--- src/rtl/ratio_div_pkg.sv ---
package ratio_div_pkg;

  typedef enum logic [0:0] {
    ST_IDLE = 1'b0,
    ST_RUN  = 1'b1
  } rdiv_state_e;

  function automatic int ceil_div(input int num, input int den);
    return (num + den - 1) / den;
  endfunction

endpackage

--- src/rtl/rdiv_operand_mag.sv ---
module rdiv_operand_mag #(
  parameter int W = 28
) (
  input  logic [W-1:0] val_i,
  output logic [W-1:0] mag_o,
  output logic         zero_o
);

  logic neg;

  always_comb begin
    neg    = val_i[W-1];
    mag_o  = neg ? (~val_i + {{(W-1){1'b0}}, 1'b1}) : val_i;
    zero_o = (val_i == '0);
  end

endmodule

--- src/rtl/rdiv_core.sv ---
module rdiv_core #(
  parameter int W      = 28,
  parameter int FRAC_W = 14,
  parameter int STEPS  = 2
) (
  input  logic                clk,
  input  logic                rst_n,
  input  logic                load_i,
  input  logic                step_i,
  input  logic [W-1:0]        num_i,
  input  logic [W-1:0]        den_i,
  output logic [W+FRAC_W-1:0] quot_o
);

  localparam int QW = W + FRAC_W;
  localparam int RW = W + 1;

  logic [QW-1:0] num_q, num_d;
  logic [RW-1:0] rem_q, rem_d;
  logic [W-1:0]  den_q, den_d;

  logic [RW-1:0] rem_c [STEPS+1];
  logic [QW-1:0] num_c [STEPS+1];

  assign rem_c[0] = rem_q;
  assign num_c[0] = num_q;

  for (genvar g = 0; g < STEPS; g++) begin : g_step
    logic [RW-1:0] trial;
    logic          fits;
    assign trial        = {rem_c[g][RW-2:0], num_c[g][QW-1]};
    assign fits         = (trial >= {1'b0, den_q});
    assign rem_c[g+1]   = fits ? (trial - {1'b0, den_q}) : trial;
    assign num_c[g+1]   = {num_c[g][QW-2:0], fits};
  end

  always_comb begin
    num_d = num_q;
    rem_d = rem_q;
    den_d = den_q;
    if (load_i) begin
      num_d = {num_i, {FRAC_W{1'b0}}};
      rem_d = '0;
      den_d = den_i;
    end else if (step_i) begin
      num_d = num_c[STEPS];
      rem_d = rem_c[STEPS];
    end
  end

  always_ff @(posedge clk or negedge rst_n) begin
    if (!rst_n) begin
      num_q <= '0;
      rem_q <= '0;
      den_q <= '0;
    end else if (load_i || step_i) begin
      num_q <= num_d;
      rem_q <= rem_d;
      den_q <= den_d;
    end
  end

  assign quot_o = num_q;

endmodule

--- src/rtl/rdiv_pack.sv ---
module rdiv_pack #(
  parameter int W        = 28,
  parameter int FRAC_W   = 14,
  parameter int OUT_INT  = 3,
  parameter int OUT_FRAC = 13
) (
  input  logic [W+FRAC_W-1:0]       quot_i,
  input  logic                      div0_i,
  output logic [OUT_INT+OUT_FRAC-1:0] word_o
);

  localparam int QW  = W + FRAC_W;
  localparam int OW  = OUT_INT + OUT_FRAC;
  localparam int LSB = FRAC_W - OUT_FRAC;
  localparam int TOP = FRAC_W + OUT_INT;

  logic overflow;

  always_comb begin
    overflow = (quot_i[QW-1:TOP] != '0);
    if (div0_i || overflow) begin
      word_o = {OW{1'b1}};
    end else begin
      word_o = quot_i[TOP-1:LSB];
    end
  end

endmodule

--- src/rtl/ratio_divider.sv ---
module ratio_divider
  import ratio_div_pkg::*;
#(
  parameter int W        = 28,
  parameter int FRAC_W   = 14,
  parameter int LATENCY  = 32,
  parameter int STEPS    = 2,
  parameter int OUT_INT  = 3,
  parameter int OUT_FRAC = 13
) (
  input  logic                         clk,
  input  logic                         rst_n,
  input  logic                         start_i,
  input  logic [W-1:0]                 re_i,
  input  logic [W-1:0]                 im_i,
  output logic                         busy_o,
  output logic                         done_o,
  output logic [W+FRAC_W-1:0]          quot_o,
  output logic [OUT_INT+OUT_FRAC-1:0]  ratio_o,
  output logic                         div0_o
);

  localparam int QW    = W + FRAC_W;
  localparam int OW    = OUT_INT + OUT_FRAC;
  localparam int ITER  = ceil_div(QW, STEPS);
  localparam int CNT_W = $clog2(LATENCY + 1);
  localparam logic [CNT_W-1:0] ITER_C = CNT_W'(ITER);
  localparam logic [CNT_W-1:0] LAT_C  = CNT_W'(LATENCY);

  rdiv_state_e      state_q, state_d;
  logic [CNT_W-1:0] cnt_q, cnt_d;
  logic             zden_q, zden_d;

  logic [W-1:0]     re_mag, im_mag;
  logic             re_zero, im_zero;
  logic [QW-1:0]    core_quot;
  logic [OW-1:0]    packed_word;

  logic             accept, step, finish;

  logic [QW-1:0]    quot_q;
  logic [OW-1:0]    ratio_q;
  logic             div0_q;
  logic             done_q, done_d;

  rdiv_operand_mag #(.W(W)) u_mag_re (
    .val_i (re_i),
    .mag_o (re_mag),
    .zero_o(re_zero)
  );

  rdiv_operand_mag #(.W(W)) u_mag_im (
    .val_i (im_i),
    .mag_o (im_mag),
    .zero_o(im_zero)
  );

  rdiv_core #(.W(W), .FRAC_W(FRAC_W), .STEPS(STEPS)) u_core (
    .clk   (clk),
    .rst_n (rst_n),
    .load_i(accept),
    .step_i(step),
    .num_i (re_mag),
    .den_i (im_mag),
    .quot_o(core_quot)
  );

  rdiv_pack #(.W(W), .FRAC_W(FRAC_W), .OUT_INT(OUT_INT), .OUT_FRAC(OUT_FRAC)) u_pack (
    .quot_i(core_quot),
    .div0_i(zden_q),
    .word_o(packed_word)
  );

  always_comb begin
    accept  = start_i && (state_q == ST_IDLE);
    step    = (state_q == ST_RUN) && (cnt_q <= ITER_C);
    finish  = (state_q == ST_RUN) && (cnt_q == LAT_C);
    state_d = state_q;
    cnt_d   = cnt_q;
    zden_d  = zden_q;
    done_d  = 1'b0;
    if (accept) begin
      state_d = ST_RUN;
      cnt_d   = {{(CNT_W-1){1'b0}}, 1'b1};
      zden_d  = im_zero;
    end else if (finish) begin
      state_d = ST_IDLE;
      cnt_d   = '0;
      done_d  = 1'b1;
    end else if (state_q == ST_RUN) begin
      cnt_d   = cnt_q + 1'b1;
    end
  end

  always_ff @(posedge clk or negedge rst_n) begin
    if (!rst_n) begin
      state_q <= ST_IDLE;
      cnt_q   <= '0;
      zden_q  <= 1'b0;
      done_q  <= 1'b0;
    end else begin
      state_q <= state_d;
      cnt_q   <= cnt_d;
      zden_q  <= zden_d;
      done_q  <= done_d;
    end
  end

  always_ff @(posedge clk or negedge rst_n) begin
    if (!rst_n) begin
      quot_q  <= '0;
      ratio_q <= '0;
      div0_q  <= 1'b0;
    end else if (finish) begin
      quot_q  <= core_quot;
      ratio_q <= packed_word;
      div0_q  <= zden_q;
    end
  end

  assign busy_o  = (state_q == ST_RUN);
  assign done_o  = done_q;
  assign quot_o  = quot_q;
  assign ratio_o = ratio_q;
  assign div0_o  = div0_q;

  logic unused_re_zero;
  assign unused_re_zero = re_zero;

endmodule

--- config.mk ---
export PLATFORM = sky130hd
export DESIGN_NAME = ratio_divider
export DESIGN_NICKNAME = d
export VERILOG_FILES = /design/src/rtl/ratio_div_pkg.sv /design/src/rtl/rdiv_operand_mag.sv /design/src/rtl/rdiv_core.sv /design/src/rtl/rdiv_pack.sv /design/src/rtl/ratio_divider.sv
export SDC_FILE = /design/constraint.sdc
export NUM_CORES = 1
export LEC_CHECK = 0
export BUFFER_PORTS_ARGS = -buffer_cell sky130_fd_sc_hd__buf_4
export CAP_MARGIN = 20
export CORE_MARGIN = 2
export CORE_UTILIZATION = 50
export CTS_CLUSTER_DIAMETER = 80
export DETAILED_ROUTE_END_ITERATION = 6
export HOLD_SLACK_MARGIN = 0.05
export MAX_ROUTING_LAYER = met4
export PLACE_DENSITY_LB_ADDON = 0.2
export SETUP_SLACK_MARGIN = 0.15
export SYNTH_ARGS = -nofsm -noshare
export SYNTH_HDL_FRONTEND = slang
export SYNTH_SLANG_ARGS = --single-unit
--- constraint.sdc ---
create_clock -name clk -period 14.78 [get_ports clk]
set_clock_uncertainty 0.05 [all_clocks]
set_input_delay 0.739 -clock clk [delete_from_list [all_inputs] [get_ports clk]]
set_output_delay 0.739 -clock clk [all_outputs]
set_load 0.02 [all_outputs]
==> results of run 1 <==
## cells in the mapped netlist, types with 18 or more instances
library cell,count
xnor2_1,54
a21o_1,18
dfrtp_1,166
a21oi_1,58
o22a_1,18
clkbuf_1,46
o31ai_1,19
ha_1,61
xor2_1,43
nand3_1,57
a31oi_1,24
nand4_1,22
nor2_1,54
o21ai_0,87
nand2_1,273
inv_1,53
## kinds of logic (layout without fill, tap and decap cells)
kind of cell / Yosys count / after routing
mux: 21 / 21
buf+inv: 124 / 214
simple gates: 500 / 500
xor+xnor: 97 / 97
compound gates: 339 / 339
fa+ha+maj: 63 / 63
flops: 166 / 166
## through the flow
step	hold WS (ns)	utilization	instances
after floorplan	0.3934	-	1310
after global placement	0.4108	0.5559	1646
after detailed placement	0.4137	0.5566	1647
after CTS	0.4106	0.5857	1679
after global routing	0.4427	0.5863	1680
final	0.3477	0.5863	1680
## cell type report
class,count,area share
multi-input cells,1020,0.5060
flip-flops and latches,166,0.3246
repair buffers,128,0.07656
clock buffers,17,0.03325
well taps,280,0.02738
clock inverters,15,0.01633
inverters,54,0.01584
## state kept, by name, summed over array words and instances (netlist names)
signal and count:
quot_o 42, u_core.quot_o 42, u_core.den_q 28, u_core.rem_q 28, ratio_o 16, cnt_q 6
busy_o 1, div0_o 1, done_o 1, zden_q 1
## metal layers
layer  vias up  GRT usage  wire length, um
met5         -          -                0
met3        61    0.04139             1653
met1      4755     0.3851            14400
met4         0    0.08818              824
met2       317     0.4043            13570
li1       4821          -                -
## how the worst min path moves through the flow
stage                              endpoint  slack (ns)  cells after the start
2_1_floorplan            busy_o$_DFFE_PN0P_        0.39                      0
3_3_place_gp          quot_o[1]$_DFFE_PN0P_        0.41                      2
3_5_place_dp         quot_o[32]$_DFFE_PN0P_        0.41                      2
4_1_cts         u_core.rem_q[4]$_DFFE_PN0P_        0.41                      1
5_1_grt        u_core.den_q[18]$_DFFE_PN0P_        0.44                      1
6_report       u_core.den_q[18]$_DFFE_PN0P_        0.35                      1
==> impl_metrics.env, run 1 <==
export IMPL_status="complete, no violations"
export IMPL_cap_violations=0
export IMPL_gp_congestion=0.9664
export IMPL_final_antenna_net_count=0
export IMPL_max_stage_delay_ns=0.90
export IMPL_reg2reg_from="u_core.den_q[1]$_DFFE_PN0P_"
export IMPL_worst_hold_path_type="input pin to asynchronous set/reset pin"
export IMPL_dp_hpwl_mm=21.75
export IMPL_r2r_end="u_core.rem_q[15]$_DFFE_PN0P_"
export IMPL_io_pins=120
export IMPL_die_height_um=153.1
export IMPL_synth_simple_area_share=0.2064
export IMPL_worstPathCellList="inv_1, ha_1, nor2b_1, o211ai_1, a31oi_1, o21a_2, o31ai_4, o211a_2, nor2_2, mux2_2, ha_1, nand3_1, a21oi_1, o311ai_1, a211oi_1, o21ai_1, a21oi_1, o21ai_0, nand3_1, nor2_2, o311ai_1"
export IMPL_timing_final_crit_share=0.4731
export IMPL_max_freq_mhz=143.0
export IMPL_startpoint="u_core.den_q[1]$_DFFE_PN0P_"
export IMPL_yosysSeqAreaShare=0.3739
export IMPL_synthFlopType="dfrtp_1"
export IMPL_end_kind="register"
export IMPL_drt_pass1_iterations=5
export IMPL_cts_sinks=166
export IMPL_slew_headroom=0.2668
export IMPL_final_cell_area_um2=12800
export IMPL_critPathTopFamily="compound AO/OA/AOI/OAI gates"
export IMPL_grt_overflow=0
export IMPL_drc=0
export IMPL_regArea_um2=4154
export IMPL_tritoncts="done"
export IMPL_multi_input_area_um2=6475
export IMPL_drtIter0Drc=732
export IMPL_synth_fp_nets=1432
export IMPL_final_common_cell="nand2_1"
export IMPL_grt_setup_unrepaired="no"
export IMPL_synth_compound_area_frac=0.2061
export IMPL_grt_max_degree=104
export IMPL_cts_path_max_buffers=2
export IMPL_synthToLayoutAreaGrowth_pct=15.18
export IMPL_postCtsSetupRepairBufs=0
export IMPL_fp_row_count=54
export IMPL_cp_required_ns=15.01
export IMPL_drive_gt1_frac=0.1436
export IMPL_synth_top_area_share=0.3739
export IMPL_reg2regPathDepth=21
export IMPL_wl_per_cell_um=18.12
export IMPL_hold_buffers=0
export IMPL_synth_xor_area_share=0.07647
export IMPL_worst_path_max_fanout=17
export IMPL_cts_max_level=4
export IMPL_critPathBufInv=1
export IMPL_critical_path_class="register to register"
export IMPL_routed_via_count=9954
export IMPL_tightest_slew_ns=1.099
export IMPL_start_kind="register"
export IMPL_dpl_cell_area_um2=12150
export IMPL_layout_common_cells="nand2_1 (273), dfrtp_1 (166), buf_4 (125), o21ai_0 (87), ha_1 (61)"
export IMPL_syn_area_um2=11110
export IMPL_critical_path_endpoint="u_core.rem_q[15]$_DFFE_PN0P_"
export IMPL_grt_pass1_wl_mm=50.66
export IMPL_ys_seq_elements=166
export IMPL_fin_ws_ns=7.788
export IMPL_die_area_um2=23430
export IMPL_viasPerCell=5.925
export IMPL_numPortBuffers=119
export IMPL_ys_types=77
export IMPL_antenna_found_initial=0
export IMPL_synth_area_leaders="dfrtp_1 (37%), nand2_1 (9.2%), ha_1 (6.9%)"
export IMPL_fin_crit_ns=6.992
export IMPL_cp_num_cells=21
export IMPL_finalSetupTns_ns=0
export IMPL_ctsResizeCount=0
export IMPL_cts_root_buf="clkbuf_16"
export IMPL_clkSlewWorstSetupHoldPaths_ns=0.08
export IMPL_grt_usage=0.2728
export IMPL_clkLatencyLatePin_ns=0.45
export IMPL_die_w_um=153.1
export IMPL_numCtsBuffers=17
export IMPL_synth_avg_cell_area_um2=8.480
export IMPL_drv_slew=0
export IMPL_muxShareOfSynthArea=0.02072
export IMPL_crit_slowest_cell="nor2_2"
export IMPL_place_ws_ns=7.913
export IMPL_antenna_cells=0
export IMPL_synth_edf_count=0
export IMPL_synthArstFlopShare=1.000
export IMPL_reg2reg_setup_slack_ns=7.79
export IMPL_grt_pass1_vias=9810
export IMPL_synth_warnings=0
export IMPL_coreArea_um2=21820
export IMPL_crit_arrival_ns=7.22
export IMPL_postSynthCellCount=1310
export IMPL_synth_top_family_by_area="simple AND/OR/NAND/NOR gates"
export IMPL_drt_total_wl_mm=30.45
export IMPL_final_hold_viol_count=0
export IMPL_fin_nets=1509
export IMPL_initial_core_util=0.5091
export IMPL_synth_adder_area_share=0.07231
export IMPL_yosysTopAreaCell="dfrtp_1"
export IMPL_final_setup_viol_count=0
export IMPL_fillCellCount=1983
Power of run 1 is left out: the tool's default activity adds up to more than one toggle a clock period on the data nets, which glitch-free logic cannot reach.
==> run 2, diff against run 1 <==
==> constraint.sdc (replaced) <==
create_clock -name clk -period 5.6 [get_ports clk]
set_clock_uncertainty 0.05 [all_clocks]
set_input_delay 0.28 -clock clk [delete_from_list [all_inputs] [get_ports clk]]
set_output_delay 0.28 -clock clk [all_outputs]
set_load 0.02 [all_outputs]
==> impl_metrics.env, run 2 (same netlist as run 1, synthesis figures left out) <==
export IMPL_fin_cells=1715
export IMPL_dp_hpwl_mm=22.75
export IMPL_initial_core_util=0.5091
export IMPL_numPortBuffers=119
export IMPL_die_area_um2=23430
export IMPL_max_freq_mhz=189.3
export IMPL_fin_crit_ns=5.284
export IMPL_fin_nets=1544
export IMPL_final_hold_viol_count=0
export IMPL_grt_pass1_wl_mm=51.29
export IMPL_cp_num_cells=19
export IMPL_grt_setup_unrepaired="no"
export IMPL_startpoint="u_core.den_q[19]$_DFFE_PN0P_"
export IMPL_drc=0
export IMPL_coreArea_um2=21820
export IMPL_met2_length_mm=14.53
export IMPL_final_common_cell="nand2_1"
export IMPL_critPathTopFamily="compound AO/OA/AOI/OAI gates"
export IMPL_critical_path_endpoint="u_core.rem_q[24]$_DFFE_PN0P_"
export IMPL_fp_row_count=54
export IMPL_crit_slowest_cell="ha_1"
export IMPL_crit_arrival_ns=5.55
export IMPL_drt_pass1_iterations=5
export IMPL_top_layer_used="met4"
export IMPL_cts_path_max_buffers=2
export IMPL_start_kind="register"
export IMPL_max_stage_delay_ns=0.41
export IMPL_met1Wirelength_mm=14.63
export IMPL_fin_ws_ns=0.3164
export IMPL_cp_required_ns=5.87
export IMPL_viasPerCell=5.972
export IMPL_numCtsBuffers=17
export IMPL_grt_pass1_vias=9676
export IMPL_grt_usage=0.2774
export IMPL_synthToLayoutAreaGrowth_pct=18.70
export IMPL_clkLatencyLatePin_ns=0.44
export IMPL_worst_hold_path_type="input pin to register"
export IMPL_final_antenna_net_count=0
export IMPL_cts_root_buf="clkbuf_16"
export IMPL_antenna_found_initial=0
export IMPL_layout_common_cells="nand2_1 (273), dfrtp_1 (166), buf_4 (159), o21ai_0 (79), nand3_1 (57)"
export IMPL_die_w_um=153.1
export IMPL_die_height_um=153.1
export IMPL_gp_congestion=0.9482
export IMPL_critical_path_class="register to register"
export IMPL_worstPathCellList="inv_1, ha_1, and3_1, nand4_1, o31a_1, o211a_4, nor2_4, buf_4, mux2_2, ha_1, nand3_1, nor2_1, a221o_1, o31a_1, a41o_1, a311oi_2, xor2_1, a211oi_1, a311o_1"
export IMPL_final_setup_viol_count=0
export IMPL_io_pins=120
export IMPL_critPathBufInv=2
export IMPL_reg2regPathDepth=19
export IMPL_r2r_end="u_core.rem_q[24]$_DFFE_PN0P_"
export IMPL_status="complete, no violations"
export IMPL_grt_overflow=0
export IMPL_grt_max_degree=112
export IMPL_place_ws_ns=-0.2324
export IMPL_routed_via_count=10240
export IMPL_reg2reg_from="u_core.den_q[19]$_DFFE_PN0P_"
export IMPL_wl_met3_mm=2.098
export IMPL_drive_gt1_frac=0.1777
export IMPL_tightest_slew_ns=1.047
export IMPL_fillCellCount=1920
export IMPL_whs_path_depth=3
export IMPL_end_kind="register"
export IMPL_drtIter0Drc=942
export IMPL_reg2reg_setup_slack_ns=0.32
export IMPL_clkSlewWorstSetupHoldPaths_ns=0.08
export IMPL_drv_slew=0
export IMPL_timing_final_crit_share=0.9435
export IMPL_tritoncts="done"
export IMPL_antenna_cells=0
export IMPL_cap_violations=0
export IMPL_cts_max_level=4
export IMPL_cts_sinks=166
export IMPL_wl_per_cell_um=18.61
export IMPL_drt_total_wl_mm=31.91
export IMPL_place_inst=1675
export IMPL_worst_path_max_fanout=6
export IMPL_slew_headroom=0.3020
-- run 2: worst min-delay path by stage --
stage                   from                            end
global route        re_i[26]  u_core.quot_o[41]$_DFFE_PN0P_
finish              im_i[17]   u_core.den_q[17]$_DFFE_PN0P_
CTS                 re_i[26]  u_core.quot_o[41]$_DFFE_PN0P_
floorplan              rst_n             busy_o$_DFFE_PN0P_
detailed placement     rst_n   u_core.rem_q[18]$_DFFE_PN0P_
global placement       rst_n   u_core.rem_q[18]$_DFFE_PN0P_
-- run 2: metal layers --
metal / global-route usage / vias up
met5: - / -
met4: 0.07716 / 0
met3: 0.03828 / 55
met2: 0.4235 / 377
met1: 0.3889 / 4905
li1: - / 4905
-- run 2: worst register-to-register path: cells and delay by family, from the launching register on --
family | cells | cell delay, ns
AOI/OAI and AO/OA | 8 | 2.24
xor gates and xnor gates | 1 | 0.17
adders and majority gates | 2 | 0.78
buffers and inverters | 2 | 0.33
DFF | 1 | 0.37
muxes | 1 | 0.36
and+or+nand+nor | 5 | 0.87
-- run 2: timing repair --
action | 4_1_cts | 5_1_grt
cloned | 0 | 0
setup endpoints to repair | 28 | 29
gates resized for setup | 10 | 26
pin swaps | 2 | 8
hold buffers | 2 | 0
endpoints found under the hold margin | 38 | 0
buffers inserted | 2 | 4
-- run 2: cell type report --
type                            count  area (um2)  area share
Multi-Input combinational cell   1020        6599      0.5004
Sequential cell                   166        4154      0.3150
Timing Repair Buffer              163        1245     0.09441
Clock buffer                       17       425.4     0.03226
Tap cell                          280       350.3     0.02657
Clock inverter                     15       210.2     0.01594
Inverter                           54       202.7     0.01537
-- run 2: through the flow --
| step | setup TNS, ns | area, um2 | util | hold slack, ns |
|---|---|---|---|---|
| final | 0 | 13190 | 0.6042 | 0.09536 |
| after CTS | 0 | 13070 | 0.5991 | 0.07961 |
| after global placement | -0.07747 | 12360 | 0.5664 | 0.1830 |
| after floorplan | 0 | 11110 | - | -0.06559 |
| after global routing | 0 | 13190 | 0.6042 | 0.08067 |
| after detailed placement | -0.2382 | 12360 | 0.5664 | 0.1853 |
Power of run 2 is left out for the same reason.
